==> config.mk <==
export PLATFORM = sky130hd
export DESIGN_NAME = pause_rx_ctrl
export DESIGN_NICKNAME = d
export VERILOG_FILES = /design/src/rtl/pause_pkg.sv /design/src/rtl/pause_da_match.sv /design/src/rtl/pause_frame_parser.sv /design/src/rtl/pause_quanta_timer.sv /design/src/rtl/pause_rx_ctrl.sv
export SDC_FILE = /design/constraint.sdc
export NUM_CORES = 1
export LEC_CHECK = 0
export CORE_UTILIZATION = 31
export DETAILED_ROUTE_END_ITERATION = 10
export DONT_BUFFER_PORTS = 1
export GPL_TIMING_DRIVEN = 0
export HOLD_SLACK_MARGIN = 0.05
export PLACE_DENSITY = 0.46
export SYNTH_ARGS = -nofsm -noshare
export SYNTH_HDL_FRONTEND = slang
export SYNTH_SLANG_ARGS = --single-unit
==> constraint.sdc <==
create_clock -name clk -period 3.5 [get_ports clk]
set_clock_uncertainty 0.05 [all_clocks]
set_input_delay 0.7 -clock clk [delete_from_list [all_inputs] [get_ports clk]]
set_output_delay 0.7 -clock clk [all_outputs]
set_load 0.01 [all_outputs]
==> src/rtl/pause_pkg.sv <==
// Package: shared constants and the per-frame verdict type for the pause
// frame detector. Assumes standard MAC control framing, counted from the
// first destination address byte.
package pause_pkg;
    localparam logic [47:0] MAC_CTRL_DA    = 48'h0180_C200_0001;
    localparam logic [15:0] CTRL_ETHERTYPE = 16'h8808;
    localparam logic [15:0] OPC_PAUSE      = 16'h0001;
    localparam int          ADDR_BYTES     = 6;
    localparam int          OFS_TYPE       = 12;
    localparam int          OFS_OPCODE     = 14;
    localparam int          OFS_PTIME      = 16;
    localparam int          HDR_LAST       = 17;

    typedef struct packed {
        logic detect;
        logic load;
    } frame_verdict_t;
endpackage

==> src/rtl/pause_da_match.sv <==
// Module: compares the destination address bytes of a frame with the MAC
// control multicast address and with the station unicast address.
// Assumes the caller supplies the byte index (0 on the start byte). The
// hit output is final once all address bytes have gone by.
module pause_da_match
    import pause_pkg::*;
#(
    parameter int LEN_W = 8
) (
    input  logic             clk,
    input  logic             rst_n,
    input  logic             byte_en,
    input  logic [7:0]       byte_in,
    input  logic [LEN_W-1:0] byte_idx,
    input  logic [47:0]      station_addr,
    output logic             da_hit
);
    localparam int SEL_W = $clog2(ADDR_BYTES);

    logic [7:0] mc_exp [ADDR_BYTES];
    logic [7:0] uc_exp [ADDR_BYTES];
    logic       mc_ok, uc_ok;
    logic       in_da;
    logic [SEL_W-1:0] sel;

    // Split both reference addresses into bytes, first wire byte at index 0.
    for (genvar k = 0; k < ADDR_BYTES; k++) begin : g_addr_bytes
        assign mc_exp[k] = MAC_CTRL_DA[8*(ADDR_BYTES-1-k) +: 8];
        assign uc_exp[k] = station_addr[8*(ADDR_BYTES-1-k) +: 8];
    end

    // Decide whether the current byte lies in the address field.
    always_comb begin
        in_da = (byte_idx < LEN_W'(ADDR_BYTES));
        sel   = SEL_W'(byte_idx);
    end

    // Running match flags, restarted on address byte 0.
    always_ff @(posedge clk) begin
        if (!rst_n) begin
            mc_ok <= 1'b0;
            uc_ok <= 1'b0;
        end else if (byte_en && in_da) begin
            if (byte_idx == '0) begin
                mc_ok <= (byte_in == mc_exp[sel]);
                uc_ok <= (byte_in == uc_exp[sel]);
            end else begin
                mc_ok <= mc_ok && (byte_in == mc_exp[sel]);
                uc_ok <= uc_ok && (byte_in == uc_exp[sel]);
            end
        end
    end

    assign da_hit = mc_ok || uc_ok;
endmodule

==> src/rtl/pause_frame_parser.sv <==
// Module: counts the bytes of each frame, captures the type, opcode and
// pause-time fields, and at the end byte decides whether the frame is a
// detected control frame and whether it carries a valid pause. The load
// request and value are combinational in the end-byte cycle. The detect and
// pass flags are registered pulses one cycle later. Assumes that rx_sof and
// rx_eof are only meaningful while rx_valid is high.
module pause_frame_parser
    import pause_pkg::*;
#(
    parameter int LEN_W    = 8,
    parameter int PTIME_W  = 16,
    parameter int CTRL_LEN = 64
) (
    input  logic               clk,
    input  logic               rst_n,
    input  logic               rx_valid,
    input  logic [7:0]         rx_data,
    input  logic               rx_sof,
    input  logic               rx_eof,
    input  logic               rx_crc_ok,
    input  logic               fc_rx_en,
    input  logic               full_duplex,
    input  logic               pass_ctrl_cfg,
    input  logic [47:0]        station_addr,
    output logic               pause_load,
    output logic [PTIME_W-1:0] pause_val,
    output logic               ctrl_detect,
    output logic               pass_to_app
);
    localparam logic [LEN_W-1:0] CNT_MAX  = '1;
    localparam logic [LEN_W-1:0] LEN_LAST = LEN_W'(CTRL_LEN - 1);

    logic [LEN_W-1:0] byte_cnt, cur_idx;
    logic [15:0]      type_r, opc_r;
    logic [15:0]      ptime_hi_lo;
    logic             da_hit;
    logic             frame_end, enabled, hdr_ok, len_ok;
    frame_verdict_t   verdict;

    // Index of the byte on the bus: a start marker forces index 0.
    always_comb cur_idx = rx_sof ? '0 : byte_cnt;

    // Saturating byte counter that points at the next byte of the frame.
    always_ff @(posedge clk) begin
        if (!rst_n)
            byte_cnt <= '0;
        else if (rx_valid)
            byte_cnt <= (cur_idx == CNT_MAX) ? CNT_MAX : cur_idx + 1'b1;
    end

    // Capture the two-byte fields that follow the addresses, high byte first.
    always_ff @(posedge clk) begin
        if (!rst_n) begin
            type_r      <= '0;
            opc_r       <= '0;
            ptime_hi_lo <= '0;
        end else if (rx_valid) begin
            case (cur_idx)
                LEN_W'(OFS_TYPE):       type_r[15:8]      <= rx_data;
                LEN_W'(OFS_TYPE + 1):   type_r[7:0]       <= rx_data;
                LEN_W'(OFS_OPCODE):     opc_r[15:8]       <= rx_data;
                LEN_W'(OFS_OPCODE + 1): opc_r[7:0]        <= rx_data;
                LEN_W'(OFS_PTIME):      ptime_hi_lo[15:8] <= rx_data;
                LEN_W'(OFS_PTIME + 1):  ptime_hi_lo[7:0]  <= rx_data;
                default: ;
            endcase
        end
    end

    pause_da_match #(.LEN_W(LEN_W)) u_da (
        .clk          (clk),
        .rst_n        (rst_n),
        .byte_en      (rx_valid),
        .byte_in      (rx_data),
        .byte_idx     (cur_idx),
        .station_addr (station_addr),
        .da_hit       (da_hit)
    );

    // Evaluate the verdict for the frame whose end byte is on the bus.
    always_comb begin
        frame_end      = rx_valid && rx_eof;
        enabled        = fc_rx_en && full_duplex;
        hdr_ok         = (cur_idx >= LEN_W'(HDR_LAST));
        len_ok         = (cur_idx == LEN_LAST);
        verdict.detect = frame_end && enabled && hdr_ok && da_hit &&
                         (type_r == CTRL_ETHERTYPE);
        verdict.load   = verdict.detect && (opc_r == OPC_PAUSE) &&
                         len_ok && rx_crc_ok;
    end

    assign pause_load = verdict.load;
    assign pause_val  = PTIME_W'(ptime_hi_lo);

    // Registered per-frame pulses: detection and the forwarding verdict.
    always_ff @(posedge clk) begin
        if (!rst_n) begin
            ctrl_detect <= 1'b0;
            pass_to_app <= 1'b0;
        end else begin
            ctrl_detect <= verdict.detect;
            pass_to_app <= frame_end && (!verdict.detect || pass_ctrl_cfg);
        end
    end

    // with flow control or full duplex off, a frame end gives no detection and is passed.
    a_r1_gated_off: assert property (@(posedge clk) disable iff (!rst_n)
        (rx_valid && rx_eof && !(fc_rx_en && full_duplex)) |=> (!ctrl_detect && pass_to_app));

    // detection only ever follows an end byte.
    a_r3_detect_after_eof: assert property (@(posedge clk) disable iff (!rst_n)
        ctrl_detect |-> $past(rx_valid && rx_eof));

    // the forwarding pulse only ever follows an end byte.
    a_r7_pass_after_eof: assert property (@(posedge clk) disable iff (!rst_n)
        pass_to_app |-> $past(rx_valid && rx_eof));
endmodule

==> src/rtl/pause_quanta_timer.sv <==
// Module: pause countdown in units of pause quanta. A load sets the count
// (a zero load cancels the pause). Otherwise each quantum tick takes one
// off a non-zero count. Assumes the tick is a single-cycle pulse.
module pause_quanta_timer #(
    parameter int PTIME_W = 16
) (
    input  logic               clk,
    input  logic               rst_n,
    input  logic               load,
    input  logic [PTIME_W-1:0] load_val,
    input  logic               tick,
    output logic               pause_active
);
    logic [PTIME_W-1:0] count;

    // Countdown register: a load takes priority over a tick.
    always_ff @(posedge clk) begin
        if (!rst_n)
            count <= '0;
        else if (load)
            count <= load_val;
        else if (tick && (count != '0))
            count <= count - 1'b1;
    end

    assign pause_active = (count != '0);

    // a tick with no load takes exactly one off a running count.
    a_r5_tick_decrements: assert property (@(posedge clk) disable iff (!rst_n)
        (!load && tick && pause_active) |=> (count == $past(count) - 1'b1));

    // with neither load nor tick the count holds.
    a_r5_idle_holds: assert property (@(posedge clk) disable iff (!rst_n)
        (!load && !tick) |=> $stable(count));

    // a zero-time load ends the pause in the next cycle.
    a_r6_zero_cancels: assert property (@(posedge clk) disable iff (!rst_n)
        (load && (load_val == '0)) |=> !pause_active);
endmodule

==> src/rtl/pause_rx_ctrl.sv <==
// Module (top): receive-side PAUSE frame detector with a pause countdown
// for the transmitter. Assumes a full-duplex MAC that supplies the byte
// stream with start and end markers, a CRC-good flag at the end byte and a
// quantum tick every 64 byte times.
module pause_rx_ctrl #(
    parameter int PTIME_W  = 16,
    parameter int LEN_W    = 8,
    parameter int CTRL_LEN = 64
) (
    input  logic        clk,
    input  logic        rst_n,
    input  logic        rx_valid,
    input  logic [7:0]  rx_data,
    input  logic        rx_sof,
    input  logic        rx_eof,
    input  logic        rx_crc_ok,
    input  logic        fc_rx_en,
    input  logic        full_duplex,
    input  logic        pass_ctrl_cfg,
    input  logic [47:0] station_addr,
    input  logic        quanta_tick,
    output logic        tx_pause,
    output logic        ctrl_detect,
    output logic        pass_to_app
);
    logic               pause_load;
    logic [PTIME_W-1:0] pause_val;

    pause_frame_parser #(
        .LEN_W    (LEN_W),
        .PTIME_W  (PTIME_W),
        .CTRL_LEN (CTRL_LEN)
    ) u_parser (
        .clk           (clk),
        .rst_n         (rst_n),
        .rx_valid      (rx_valid),
        .rx_data       (rx_data),
        .rx_sof        (rx_sof),
        .rx_eof        (rx_eof),
        .rx_crc_ok     (rx_crc_ok),
        .fc_rx_en      (fc_rx_en),
        .full_duplex   (full_duplex),
        .pass_ctrl_cfg (pass_ctrl_cfg),
        .station_addr  (station_addr),
        .pause_load    (pause_load),
        .pause_val     (pause_val),
        .ctrl_detect   (ctrl_detect),
        .pass_to_app   (pass_to_app)
    );

    pause_quanta_timer #(.PTIME_W(PTIME_W)) u_timer (
        .clk          (clk),
        .rst_n        (rst_n),
        .load         (pause_load),
        .load_val     (pause_val),
        .tick         (quanta_tick),
        .pause_active (tx_pause)
    );

    // a timer load is always accompanied by a detected control frame.
    a_r4_load_needs_detect: assert property (@(posedge clk) disable iff (!rst_n)
        pause_load |=> ctrl_detect);

    // a non-zero load raises the transmit pause in the next cycle.
    a_r5_load_raises_pause: assert property (@(posedge clk) disable iff (!rst_n)
        (pause_load && (pause_val != '0)) |=> tx_pause);
endmodule

==> impl_metrics.toml, run 1 <==
[run_status]
outcome = "complete, no violations"

[timing]
period_share = 0.960
hold_viol_final = 0
final_max_slew_viol_count = 0
slew-limit-headroom = 0.416
max_freq_ghz = 0.298
period_needed_ps = 3360
setup_viol = 0
worst_hold_slack_ps = 406
grt_setup_unrepaired = "no"
worst_slew_pin_slew_ps = 876

[synth]
synth.distinct_cells = 53
synthTopCellsByArea = "dfxtp_1 (36%), a21oi_1 (8.6%), nor2_1 (7.4%)"
synth_top_area_frac = 0.363
syn_avg_cell_area_um2 = 7.69
yosysWarnings = 0
syn-num-nets = 618
synth_edf_count = 0
synthCells = 546
synth_top_area_cell = "dfxtp_1"
yosysMostFrequentCell = "nor2_1"
async_flop_share = 0
synth_common_cells = "nor2_1 (83), dfxtp_1 (76), a21oi_1 (72)"
synthFlopType = "dfxtp_1"
synth_area_mm2 = 0.00420
yosysSeqAreaShare = 0.363
ys_seq_elements = 76

[clock_network]
ctsResizeCount = 3
post_cts_buffers = 0
cts_tree = "yes"
clk_latency_ps = 330
cts.clk_slew.worst_paths_ps = 60
cts_buffers = 9
cts_root_buf = "clkbuf_16"
cts_max_level = 3
clock-sinks = 76
cts_buffer_depth = 2
ctsHoldBuffers = 0

[critical_path]
arrival_ps = 3490
worstPathRequired_ps = 3630
worstSetupStartpointType = "input pin"
cp_max_fo = 11
crit_top_cell = "buf_4"
worst_path_largest_cell_delay_ps = 580
endpoint_kind = "flop"
cp-startpoint = "rx_sof"
cpMaxStageDelayCell = "or4_4"
critPathKind = "input pin to flop"
r2r_start = "u_parser.byte_cnt[1]"
path_cells = "clkbuf_2, nor2b_4, buf_4, clkinv_2, ha_1, a31o_1, a2111o_1, or4_4, buf_4, nor2_1, a211oi_2"

[place]
finalWeightedCongestion = 0.798
post_dp_cell_area_mm2 = 0.00442
dp.cells = 722
hpwl_um = 9350
portBuffers = 0

[floorplanning]
io_pins = 69
die-height_um = 118
core_area_mm2 = 0.0132
die_area_mm2 = 0.0140
die_x_um = 118
start_util = 0.317
rows = 42

[detailed_routing]
post_drt_wl_per_cell_um = 17.2
viasPerCell = 5.32
totalWireLength_um = 12700
antenna_left = 0
drt-initial-drc-count = 257
drt_first_pass_iters = 4
drc = 0
dr_total_vias = 3928

[global_route]
gr-usage-all-layers = 0.187
grt_start_max_net_pins = 14
grt_pass1_vias = 3873
antenna_found_initial = 0
grt-ovfl-total = 0
grt_pass1_wl_um = 20100

[final_layout]
final_area_mm2 = 0.00470
finish.net_count = 629
area_growth_pct = 12.0
drive_gt1_frac = 0.0819
fin_util = 0.355
antennaDiodeCount = 0
fillers = 1481
final_cells = 738

[worst_hold_path]
hold_path.class = "flop to flop"
min_from = "u_parser.type_r[11]"

[pwr]
pwr_density_cell_mw_per_mm2 = 588
power.leakage_nw = 1.74
ir_drop_mv = 0.248

[run]
maxCapViolCount = 0
[worst paths after layout]
kind	slack [ps]	end	depth (start not counted)
worst max-delay path	140	u_timer.count[3]	11
worst min-delay path	410	u_parser.type_r[11]	2
worst max register to register	280	u_timer.count[3]	10
worst min register to register	410	u_parser.type_r[11]	2
[cell type report]
cell class / instances / area (um2) / share of cell area
plain buffers: 36 / 165 / 0.0352
clock buffers: 9 / 225 / 0.0479
clock inverters: 7 / 43.8 / 0.00932
inverters: 20 / 76.3 / 0.0162
multi-input cells: 414 / 2450 / 0.521
flip-flops and latches: 76 / 1520 / 0.324
well taps: 176 / 220 / 0.0469
[critical path, delay by kind of cell]
kind / cells / cell delay [ps]
and+or+nand+nor: 3 / 960
buffers and inverters: 4 / 810
AOI/OAI and AO/OA: 3 / 760
adders and majority gates: 1 / 240
[report_power, final]
group          total [W]  switching (W)  internal (W)
logic           0.000889       0.000488      0.000400
clock network   0.000843       0.000367      0.000475
registers        0.00103      0.0000765      0.000953
[placed cells by master, fill, tap and decap left out, types with 5 or more instances in the layout]
master / instances
nor2_1: 83
dfxtp_1: 76
a21oi_1: 72
nand2_1: 52
nand3_1: 37
clkbuf_1: 25
mux2i_1: 22
o21ai_0: 20
inv_1: 19
a211oi_2: 13
xnor2_1: 12
nor4_1: 9
clkbuf_16: 9
a211o_1: 8
clkbuf_2: 6
nand2b_1: 6
ha_1: 6
clkinv_2: 5
nor2b_1: 5
nor3_1: 5
and3_1: 5
a31oi_1: 5
nand3b_1: 5
[layer usage]
metal | wire length (um) | global-route usage | up-vias
li1 | - | - | 1952
met1 | 5660 | 0.232 | 1819
met3 | 821 | 0.0434 | 21
met4 | 276 | 0.0681 | 0
met5 | 0 | 0 | -
met2 | 5940 | 0.313 | 136
[registers in the layout, summed over array words and instances (netlist names)]
name,flops
u_parser.opc_r,16
u_parser.pause_val,16
u_parser.type_r,16
u_timer.count,16
u_parser.byte_cnt,8
u_parser.ctrl_detect,1
u_parser.pass_to_app,1
u_parser.u_da.mc_ok,1
u_parser.u_da.uc_ok,1
[per-stage QoR]
| step | TNS (ps) | setup WS (ps) | power (W) |
|---|---|---|---|
| 3_5_place_dp | -9320 | -590 | 0.00194 |
| 5_1_grt | 0 | 67.2 | 0.00294 |
| 4_1_cts | 0 | 34.4 | 0.00279 |
| 6_report | 0 | 140 | 0.00276 |
| 3_3_place_gp | -9250 | -591 | 0.00192 |
| 2_1_floorplan | 0 | 92.8 | 0.00176 |
[kinds of logic after synthesis]
| family | synth area share |
|---|---|
| fa+ha+maj | 0.0179 |
| xor+xnor | 0.0292 |
| buf+inv | 0.0563 |
| simple gates | 0.257 |
| compound gates | 0.225 |
| flops | 0.363 |
| mux | 0.0525 |
(Power assumes the default switching activity.)
==> run 2, diff against run 1 <==
--- a/config.mk
+++ b/config.mk
@@ -11,6 +11,7 @@
 export GPL_TIMING_DRIVEN = 0
 export HOLD_SLACK_MARGIN = 0.05
 export PLACE_DENSITY = 0.46
+export RECOVER_POWER = 25
 export SYNTH_ARGS = -nofsm -noshare
 export SYNTH_HDL_FRONTEND = slang
 export SYNTH_SLANG_ARGS = --single-unit
==> constraint.sdc (replaced) <==
create_clock -name clk -period 3.5 [get_ports clk]
set_clock_uncertainty 0.05 [all_clocks]
set_input_delay 0.525 -clock clk [delete_from_list [all_inputs] [get_ports clk]]
set_output_delay 0.525 -clock clk [all_outputs]
set_load 0.01 [all_outputs]
==> run 2 against run 1 <==
Net effect:
- utilization is 0.19 points higher
- critical path depth stayed put
- sequential share of layout area is 0.17 points lower
- hold slack worse by 120 ps
- sequential power hardly changed
- non-clock buffer count stayed put
- flip-flop and latch count stayed put
- wire length is 0.73% lower
- final cell count stayed put
- clock power is 9.8% higher
- largest cell class unchanged
==> impl_metrics.toml, run 2 (same netlist as run 1, synthesis figures left out) <==
[run_status]
outcome = "complete, no violations"

[pwr]
ir_drop_mv = 0.279
pwr_density_cell_mw_per_mm2 = 600
p_clk_frac = 0.326
power.leakage_nw = 1.75
p_comb_frac = 0.310
p_seq_frac = 0.363
p_switching_w = 0.000911
p_int_w = 0.00192
power_switching_share = 0.321

[final_layout]
antennaDiodeCount = 0
final_common_cell = "nor2_1"
final_cells = 738
fillers = 1461
layout_common_cells = "nor2_1 (83), dfxtp_1 (76), a21oi_1 (72), nand2_1 (52), nand3_1 (37)"
area_growth_pct = 12.6
seq_area_mm2 = 0.00152
multiInputGateArea_mm2 = 0.00245
drive_gt1_frac = 0.0765
finish.net_count = 629
final_area_mm2 = 0.00472

[worst_hold_path]
hold_path.class = "input pin to flop"
min_to = "u_parser.type_r[7]"
hold_depth = 2
min_from = "rx_data[7]"

[clock_network]
cts_max_level = 3
clk_latency_ps = 330
cts.clk_slew.worst_paths_ps = 60
cts_tree = "yes"
clock-sinks = 76
cts_buffer_depth = 2
cts_buffers = 9
cts_root_buf = "clkbuf_16"

[place]
hpwl_um = 9280
portBuffers = 0
post_dp_cell_area_mm2 = 0.00442
post-place-ws_ps = -598
dp.cells = 722
finalWeightedCongestion = 0.816

[global_route]
grt_pass1_vias = 3981
gr-usage-all-layers = 0.188
grt_pass1_wl_um = 20400
grt-ovfl-total = 0
antenna_found_initial = 0
grt_start_max_net_pins = 13

[detailed_routing]
dr_total_vias = 3963
drt_first_pass_iters = 5
drc = 0
post_drt_wl_per_cell_um = 17.1
antenna_left = 0
viasPerCell = 5.37
totalWireLength_um = 12600
drt-initial-drc-count = 221

[timing]
setup_viol = 0
setup_tns_ps = 0
max_freq_ghz = 0.299
hold_viol_final = 0
slew-limit-headroom = 0.429
final_max_slew_viol_count = 0
period_needed_ps = 3350
worst_slew_pin_slew_ps = 856
period_share = 0.957
worst_slack_ps = 150
grt_setup_unrepaired = "no"

[floorplanning]
die-height_um = 118
start_util = 0.317
core_area_mm2 = 0.0132
rows = 42
die_area_mm2 = 0.0140
io_pins = 69
die_x_um = 118

[critical_path]
r2r_start = "u_parser.byte_cnt[1]"
regToRegSetupSlack_ps = 230
rr_worst_depth = 10
worst_path_largest_cell_delay_ps = 590
cp_max_fo = 11
cpMaxStageDelayCell = "or4_4"
critPathKind = "input pin to flop"
worstPathRequired_ps = 3630
r2r-end = "u_timer.count[3]"
worstSetupStartpointType = "input pin"
cp_top_family = "simple AND/OR/NAND/NOR gates"
arrival_ps = 3480
endpoint_kind = "flop"
critPathBufInv = 4
path_cells = "clkbuf_1, nor2b_4, clkbuf_4, clkinv_2, ha_1, a31o_1, a2111o_1, or4_4, buf_4, nor2_1, a211oi_2"

[run]
maxCapViolCount = 0
[run 2: worst max path at each step]
stage | start | end | slack [ps] | cells past startpoint
2_1_floorplan | rx_sof | u_timer.count[15] | 150 | 11
3_3_place_gp | rx_sof | u_timer.count[3] | -630 | 11
3_5_place_dp | rx_sof | u_timer.count[3] | -600 | 11
4_1_cts | rx_sof | u_timer.count[3] | 60 | 11
5_1_grt | rx_sof | u_timer.count[3] | 50 | 11
6_report | rx_sof | u_timer.count[3] | 150 | 11
[run 2: repair_timing]
action / CTS / global route
hold buffers: 0 / 0
pin swaps: 0 / 0
setup endpoints to repair: 16 / 15
resized for setup: 2 / 2
buffers inserted: 0 / 0
[run 2: cell type report]
cell class / count / area share
plain buffers: 36 / 0.0347
clock inverters: 4 / 0.0103
inverters: 20 / 0.0162
clock buffers: 12 / 0.0522
flip-flops and latches: 76 / 0.322
well taps: 176 / 0.0466
multi-input cells: 414 / 0.518
[run 2: stage by stage]
step / power, W / utilization / hold slack [ps]
after global routing: 0.00302 / 0.357 / 284
after floorplan: 0.00176 / - / 381
after detailed placement: 0.00193 / 0.334 / 397
after CTS: 0.00287 / 0.356 / 279
after global placement: 0.00192 / 0.334 / 394
final: 0.00284 / 0.357 / 289
[run 2: layer usage]
layer / GRT usage / share of wire / up-vias
met2: 0.316 / 0.48 / 137
met4: 0.0625 / 0.019 / 0
met3: 0.0468 / 0.067 / 18
li1: - / - / 1950
met5: 0 / 0 / -
met1: 0.233 / 0.44 / 1858
[run 2: power by group through the flow]
| stage | combinational (W) | sequential [W] | clock [W] |
|---|---|---|---|
| global placement | 0.000874 | 0.00105 | 0 |
| finish | 0.000879 | 0.00103 | 0.000926 |
| CTS | 0.000888 | 0.00103 | 0.000948 |
| global route | 0.000989 | 0.00104 | 0.000985 |
| detailed placement | 0.000881 | 0.00105 | 0 |
| floorplan | 0.000731 | 0.00103 | 0 |
==> run 3, diff against run 2 <==
--- a/config.mk
+++ b/config.mk
@@ -10,7 +10,7 @@
 export DONT_BUFFER_PORTS = 1
 export GPL_TIMING_DRIVEN = 0
 export HOLD_SLACK_MARGIN = 0.05
-export PLACE_DENSITY = 0.46
+export PLACE_DENSITY = 0.45
 export RECOVER_POWER = 25
 export SYNTH_ARGS = -nofsm -noshare
 export SYNTH_HDL_FRONTEND = slang
==> constraint.sdc (replaced) <==
create_clock -name clk -period 3.3 [get_ports clk]
set_clock_uncertainty 0.05 [all_clocks]
set_input_delay 0.495 -clock clk [delete_from_list [all_inputs] [get_ports clk]]
set_output_delay 0.495 -clock clk [all_outputs]
set_load 0.01 [all_outputs]
==> run 3 against run 2 <==
Net effect:
- global-route usage is 0.13 points lower
- clock-buffer cell count stayed put
- first-iteration DRC count is 9.5% higher
- final area is 0.72% lower
- wire length is 0.25% lower
- sequential power is 6% higher
- non-clock buffer count stayed put
- flip-flop and latch count stayed put
- hold slack worse by 39 ps
- die area stayed put
==> impl_metrics.toml, run 3 (same netlist as run 1, synthesis figures left out) <==
[run_status]
outcome = "complete, no violations"

[final_layout]
final_area_mm2 = 0.00469
layout_common_cells = "nor2_1 (83), dfxtp_1 (76), a21oi_1 (72), nand2_1 (52), nand3_1 (37)"
final_common_cell = "nor2_1"
finish.net_count = 629
final_cells = 736
area_growth_pct = 11.7
drive_gt1_frac = 0.0750
antennaDiodeCount = 0

[run]
maxCapViolCount = 0

[floorplanning]
die-height_um = 118
core_area_mm2 = 0.0132
rows = 42
die_x_um = 118
io_pins = 69
start_util = 0.317
die_area_mm2 = 0.0140

[detailed_routing]
dr_total_vias = 3869
drt-met1-wl_um = 5800
top_layer_used = "met4"
dr_wl_met2_um = 5910
drc = 0
drt-initial-drc-count = 242
post_drt_wl_per_cell_um = 17.1
totalWireLength_um = 12600
wl_met3_um = 675
viasPerCell = 5.26
drt_first_pass_iters = 5
antenna_left = 0

[critical_path]
r2r_start = "u_parser.byte_cnt[0]"
arrival_ps = 3240
critPathBufInv = 3
cp_max_fo = 10
cp_top_family = "simple AND/OR/NAND/NOR gates"
cp-startpoint = "u_parser.byte_cnt[0]"
worst_path_largest_cell_delay_ps = 590
cpMaxStageDelayCell = "or4_4"
path_cells = "nor2b_1, clkbuf_1, inv_1, ha_1, a31o_1, a2111o_1, or4_4, buf_4, nor2_1, a211oi_2"
critPathKind = "flop to flop"
worstSetupStartpointType = "flop"
endpoint_kind = "flop"
worstPathRequired_ps = 3440

[clock_network]
cts_tree = "yes"
clock-sinks = 76
cts_buffers = 9
cts_max_level = 3
ctsHoldBuffers = 0
cts.clk_slew.worst_paths_ps = 60
cts_root_buf = "clkbuf_16"
clk_latency_ps = 340
cts_buffer_depth = 2

[timing]
max_freq_ghz = 0.322
worst_slack_ps = 196
period_needed_ps = 3100
setup_viol = 0
period_share = 0.941
hold_viol_final = 0
worst_hold_slack_ps = 249
worst_slew_pin_slew_ps = 795
grt_setup_unrepaired = "no"
final_max_slew_viol_count = 0
slew-limit-headroom = 0.470

[place]
portBuffers = 0
post-place-ws_ps = -567
post_dp_cell_area_mm2 = 0.00442
dp.cells = 722
finalWeightedCongestion = 0.862
hpwl_um = 9360

[pwr]
pwr_density_cell_mw_per_mm2 = 627
power.leakage_nw = 1.73
ir_drop_mv = 0.259

[global_route]
gr-usage-all-layers = 0.187
antenna_found_initial = 0
grt_start_max_net_pins = 12
grt-ovfl-total = 0
grt_pass1_wl_um = 20200
grt_pass1_vias = 3835

[worst_hold_path]
min_from = "rx_data[7]"
hold_path.class = "input pin to flop"
run 3: repair_timing:
action,in CTS,in global routing
buffers inserted,0,0
pin swaps,0,0
setup endpoints to repair,16,16
gates resized for setup,2,4
run 3: layer usage:
layer / vias to the layer above / track usage
met5: - / 0
met2: 101 / 0.309
met3: 14 / 0.0497
li1: 1945 / -
met4: 0 / 0.0569
met1: 1809 / 0.235
run 3: cell type report:
type | instances | area [um2]
clock inverters | 2 | 12.5
flip-flops and latches | 76 | 1520
well taps | 176 | 220
inverters | 20 | 77.6
plain buffers | 36 | 165
multi-input cells | 414 | 2450
clock buffers | 12 | 246
fillers | 1448 | 8550
run 3: power by group:
part	switching (W)	internal, W	total (W)
clock	0.000373	0.000520	0.000893
combinational	0.000528	0.000424	0.000952
sequential	0.0000830	0.00101	0.00109
total	0.000984	0.00196	0.00294
run 3: per-stage QoR:
step	total power, W	utilization	TNS (ps)
2_1_floorplan	0.00187	-	0
3_3_place_gp	0.00205	0.334	-9110
3_5_place_dp	0.00206	0.334	-8990
4_1_cts	0.00296	0.354	0
5_1_grt	0.00312	0.354	0
6_report	0.00294	0.354	0
run 3: final timing paths:
| kind | slack (ps) | end | depth (start not counted) |
|---|---|---|---|
| setup reg to reg | 200 | u_timer.count[5] | 10 |
| hold / removal | 250 | u_parser.type_r[7] | 2 |
| hold reg to reg | 400 | u_parser.type_r[3] | 2 |
| setup / recovery | 200 | u_timer.count[5] | 10 |
run 3: worst reg2reg max path, delay by kind of cell (launching register included):
family,cells,cell delay [ps]
AO/OA/AOI/OAI,3,770
AND/OR/NAND/NOR,3,860
buffers and inverters,3,710
flip-flops,1,340
adder cells (fa/ha/maj),1,210
